==> src/rtl/bnd_pkg.sv <==
package bnd_pkg;
  localparam int unsigned WIDE_W_DEF   = 32;
  localparam int unsigned NARROW_W_DEF = 16;
  localparam int unsigned N_OPS        = 3;

  typedef enum logic {
    MODE_NARROW = 1'b0,
    MODE_WIDE   = 1'b1
  } bnd_mode_e;

  // operand slots in the extension array
  localparam int unsigned OP_IDX = 0;
  localparam int unsigned OP_LO  = 1;
  localparam int unsigned OP_HI  = 2;
endpackage

==> src/rtl/bnd_sext.sv <==
module bnd_sext #(
  parameter int unsigned WIDE_W   = 32,
  parameter int unsigned NARROW_W = 16
) (
  input  bnd_pkg::bnd_mode_e mode_i,
  input  logic [WIDE_W-1:0]  val_i,
  output logic [WIDE_W-1:0]  val_o
);
  localparam int unsigned EXT_W = WIDE_W - NARROW_W;

  generate
    if (EXT_W == 0) begin : g_same
      assign val_o = val_i;
    end else begin : g_ext
      logic [WIDE_W-1:0] narrow_ext;
      assign narrow_ext = {{EXT_W{val_i[NARROW_W-1]}}, val_i[NARROW_W-1:0]};
      assign val_o = (mode_i == bnd_pkg::MODE_WIDE) ? val_i : narrow_ext;
    end
  endgenerate
endmodule

==> src/rtl/bnd_cmp.sv <==
module bnd_cmp #(
  parameter int unsigned W = 32
) (
  input  logic [W-1:0] idx_i,
  input  logic [W-1:0] lo_i,
  input  logic [W-1:0] hi_i,
  output logic         below_o,
  output logic         above_o
);
  assign below_o = $signed(idx_i) <  $signed(lo_i);
  assign above_o = $signed(idx_i) >= $signed(hi_i);
endmodule

==> src/rtl/bnd_check.sv <==
module bnd_check
  import bnd_pkg::*;
#(
  parameter int unsigned WIDE_W   = WIDE_W_DEF,
  parameter int unsigned NARROW_W = NARROW_W_DEF
) (
  input  logic              clk_i,
  input  logic              rst_ni,
  input  logic              req_valid_i,
  input  logic              mode_wide_i,
  input  logic [WIDE_W-1:0] index_i,
  input  logic [WIDE_W-1:0] lo_lim_i,
  input  logic [WIDE_W-1:0] hi_lim_i,
  output logic              rsp_valid_o,
  output logic              oob_o
);
  bnd_mode_e         mode;
  logic [WIDE_W-1:0] op_raw [N_OPS];
  logic [WIDE_W-1:0] op_ext [N_OPS];
  logic              below, above, viol;

  assign mode           = mode_wide_i ? MODE_WIDE : MODE_NARROW;
  assign op_raw[OP_IDX] = index_i;
  assign op_raw[OP_LO]  = lo_lim_i;
  assign op_raw[OP_HI]  = hi_lim_i;

  for (genvar g = 0; g < N_OPS; g++) begin : g_op
    bnd_sext #(.WIDE_W(WIDE_W), .NARROW_W(NARROW_W)) u_sext (
      .mode_i (mode),
      .val_i  (op_raw[g]),
      .val_o  (op_ext[g])
    );
  end

  bnd_cmp #(.W(WIDE_W)) u_cmp (
    .idx_i   (op_ext[OP_IDX]),
    .lo_i    (op_ext[OP_LO]),
    .hi_i    (op_ext[OP_HI]),
    .below_o (below),
    .above_o (above)
  );

  assign viol = below | above;

  always_ff @(posedge clk_i or negedge rst_ni) begin
    if (!rst_ni) begin
      rsp_valid_o <= 1'b0;
      oob_o       <= 1'b0;
    end else begin
      rsp_valid_o <= req_valid_i;
      if (req_valid_i) oob_o <= viol;
    end
  end

  p_rsp_follows_req_r2: assert property (@(posedge clk_i) disable iff (!rst_ni)
    req_valid_i |=> rsp_valid_o);
  p_no_rsp_idle_r2: assert property (@(posedge clk_i) disable iff (!rst_ni)
    !req_valid_i |=> !rsp_valid_o);
  p_flag_hold_r8: assert property (@(posedge clk_i) disable iff (!rst_ni)
    !req_valid_i |=> $stable(oob_o));
  p_below_lo_r3: assert property (@(posedge clk_i) disable iff (!rst_ni)
    (req_valid_i && mode_wide_i && ($signed(index_i) < $signed(lo_lim_i))) |=> oob_o);
  p_eq_hi_r4: assert property (@(posedge clk_i) disable iff (!rst_ni)
    (req_valid_i && mode_wide_i && (index_i == hi_lim_i)) |=> oob_o);
  p_narrow_eq_hi_r6: assert property (@(posedge clk_i) disable iff (!rst_ni)
    (req_valid_i && !mode_wide_i && (index_i[NARROW_W-1:0] == hi_lim_i[NARROW_W-1:0])) |=> oob_o);
  p_empty_window_r9: assert property (@(posedge clk_i) disable iff (!rst_ni)
    (req_valid_i && mode_wide_i && ($signed(lo_lim_i) >= $signed(hi_lim_i))) |=> oob_o);
endmodule

==> config.mk <==
export PLATFORM = sky130hd
export DESIGN_NAME = bnd_check
export DESIGN_NICKNAME = d
export VERILOG_FILES = /design/src/rtl/bnd_pkg.sv /design/src/rtl/bnd_sext.sv /design/src/rtl/bnd_cmp.sv /design/src/rtl/bnd_check.sv
export SDC_FILE = /design/constraint.sdc
export NUM_CORES = 1
export LEC_CHECK = 0
export CAP_MARGIN = 10
export CORE_UTILIZATION = 51
export CTS_BUF_LIST = sky130_fd_sc_hd__clkbuf_8
export DETAILED_ROUTE_END_ITERATION = 7
export GPL_ROUTABILITY_DRIVEN = 0
export PLACE_DENSITY = 0.9
export SETUP_SLACK_MARGIN = 0.4
export SLEW_MARGIN = 25
export SYNTH_ARGS = -nofsm -noshare
export SYNTH_HDL_FRONTEND = slang
export SYNTH_HIERARCHICAL = 1
export SYNTH_SLANG_ARGS = --single-unit
==> constraint.sdc <==
create_clock -name clk_i -period 1.5 [get_ports clk_i]
set_clock_uncertainty 0.1 [all_clocks]
set_input_delay 0.3 -clock clk_i [delete_from_list [all_inputs] [get_ports clk_i]]
set_output_delay 0.3 -clock clk_i [all_outputs]
set_load 0.01 [all_outputs]
==> summary.txt <==
residual DRC count: 0
initial antenna violation count: 1
Layout area overhead: 60.8%
Initial Utilization: 54.0%
top cell type's share of synthesized area: 28.0%
die area: 5820 um^2
GRT overflow: 0
GRT Util Overall: 33.9%
Yosys reg bits: 2
crit-path max FO: 17
count leader, synth: inv_1
CTS tree: built
failing checks: setup timing
vias in the first global route: 3193
max_cap viols: 0
drt via density: 5.99
setup TNS: -1.22 ns
CTS H-tree lvls: 1
initial DRC count: 179
Slew HR: 71.6%
worst setup margin: -1.22 ns
largest net degree at the start of global routing: 18
WP data arrival: 2.71 ns
cell area after synthesis: 2810 um^2
fmax: 367 MHz
Reg clk slew, reported paths: 0.03 ns
Final Max Tran Viols: 0
CP max stage delay: 0.37 ns
CTS sink cnt: 2
CP Cell Sequence: dlygate4sd2_1 > buf_12 > mux2_2 > inv_2 > ha_4 > a21oi_2 > o21a_1 > o21ai_2 > a2111oi_4 > and3_1 > o22ai_2 > nor2_2 > a21oi_1
min Tclk post-route: 2.72 ns
FFs w/ async S/R, synth: 100%
Routed WL per cell: 23.2 um
Synth area leader: ha_1
Top FF cell, synth: dfrtp_1
final hold violations: 0
post-synthesis sequential area ratio: 1.78%
Cell Rows: 26
Worst-Margin Slew: 0.426 ns
crit path from: hi_lim_i[15]
Net Count, Synth: 500
Setup CP Type: in2reg
RR Startpoint: oob_o
commonest cells in the synthesized netlist: inv_1, ha_1, buf_4
I/O Pins: 102
dpl hpwl: 6.25 mm
Post-synth EDFFs: 0
die width: 76.3 um
Setup WS pre-CTS: -1.62 ns
crit path launch type: input pin
critical path required time: 1.49 ns
PortBufs: 101
Worst Hold Class: in2async
ratio of final minimum period to clock period: 181%
Critical Path End Type: register
unique cell type count in the Yosys netlist: 38
CTS root buf: clkbuf_8
first-pass GRT wire length: 15.5 mm
Antenna Violating Nets Remaining: 0
clock tree buffer depth: 2
Yosys warning total: 6
Post-Syn Instances: 337
critical path's slowest cell: a2111oi_4
Peak VDD IR: 0.259 mV
total CTS buffers: 3
core area: 5200 um^2
routed vias: 3062
static leakage power: 0.00226 uW
iteration count of the initial detailed-routing pass: 5
fin nets: 605
Clk Latency, worst-skew pair: 0.21 ns
Die Ht: 76.3 um
Routed WL: 11.9 mm
share of layout cells above drive strength 1: 41.4%
worst path buffer plus inverter count: 3
Setup violations, final: 1
syn avg cell area: 8.35 um^2
PwrDens: 432 nW/um^2
ranking of synthesized cells by area: ha_1, mux2_4, buf_4
RSZ-0062 raised after global routing: true
CP top delay family: compound AO/OA/AOI/OAI gates
outcome: finished, violations left
-- timing repair --
item / 4_1_cts / 5_1_grt
resized for setup: 112 / 29
pin swaps: 33 / 24
buffers inserted: 10 / 6
cloned: 5 / 0
hold buffers: 0 / 0
endpoints found under the setup margin: 3 / 3
-- per-layer routing --
metal | wire, um | GRT usage [%] | vias up
li1 | - | - | 1331
met1 | 3720 | 32.9 | 1395
met5 | 0 | 0 | -
met4 | 1340 | 24.2 | 0
met2 | 5720 | 64.1 | 226
met3 | 1070 | 6.23 | 110
-- sequential cells by signal, summed over array words and instances (netlist names) --
register     cells
rsp_valid_o      1
oob_o            1
-- area by class of cell --
class | instances | area (um^2)
fillers | 247 | 683
well taps | 70 | 87.6
multi-input cells | 213 | 2520
clock buffers | 3 | 41.3
diodes | 1 | 2.50
inverters | 65 | 267
repair buffers | 157 | 1550
flip-flops and latches | 2 | 50.0
-- report_power, final --
| group | internal, uW | leakage [uW] | total, uW | switching [uW] |
|---|---|---|---|---|
| sequential | 62.2 | 0.0000219 | 65.5 | 3.31 |
| combinational | 913 | 0.00222 | 1670 | 760 |
| clock | 170 | 0.0000216 | 217 | 47.0 |
-- cells by family (layout without fill, tap and decap cells) --
kind of cell               Yosys count  after routing  synth area share [%]
and+or+nand+nor                     47             47                  8.81
AOI/OAI and AO/OA                   55             55                  12.8
buffers and inverters              122            225                  25.4
muxes                               48             48                  23.2
DFF                                  2              2                  1.78
other                                0              1                     0
adders and majority gates           63             63                  28.0
-- layout by cell type, fill, tap and decap left out, types with 5 or more instances in the layout --
master           Yosys  final
clkdlybuf4s50_1      0     68
nand4_1             13     13
a21o_1               7      7
nand3_1              5      5
mux2_4              30     41
inv_1               65     46
dlymetal6s2s_1       0      6
ha_1                63     39
ha_4                 0     23
dlygate4sd2_1        0     22
buf_6                3      7
inv_4                0      9
nand2_1             11     10
buf_4               48     42
inv_2                0     10
a21oi_2              0      9
mux2_2              18      7
a21oi_1             27     17
-- stage by stage --
step | total power, uW | hold WS (ns) | instance area [um^2] | std cells | util, %
detailed placement | 1290 | 0.376 | 3870 | 486 | 74.4
finish | 1960 | 0.162 | 4520 | 511 | 86.9
global placement | 1210 | 0.374 | 3870 | 486 | 74.4
global route | 2040 | 0.167 | 4520 | 511 | 86.9
CTS | 1680 | 0.153 | 4350 | 504 | 83.5
floorplan | 846 | -0.0956 | 2950 | 337 | -
-- final timing paths --
| check | end | slack [ns] | cells past startpoint |
|---|---|---|---|
| min reg2reg | oob_o | 0.43 | 2 |
| max | oob_o | -1.22 | 13 |
| min in group clk_i | oob_o | 0.43 | 2 |
| min | rsp_valid_o | 0.16 | 1 |
| max reg2reg | oob_o | 0.77 | 2 |
| max in group asynchronous | oob_o | 1.00 | 1 |
Note: power is estimated with default switching activity, not from simulation.
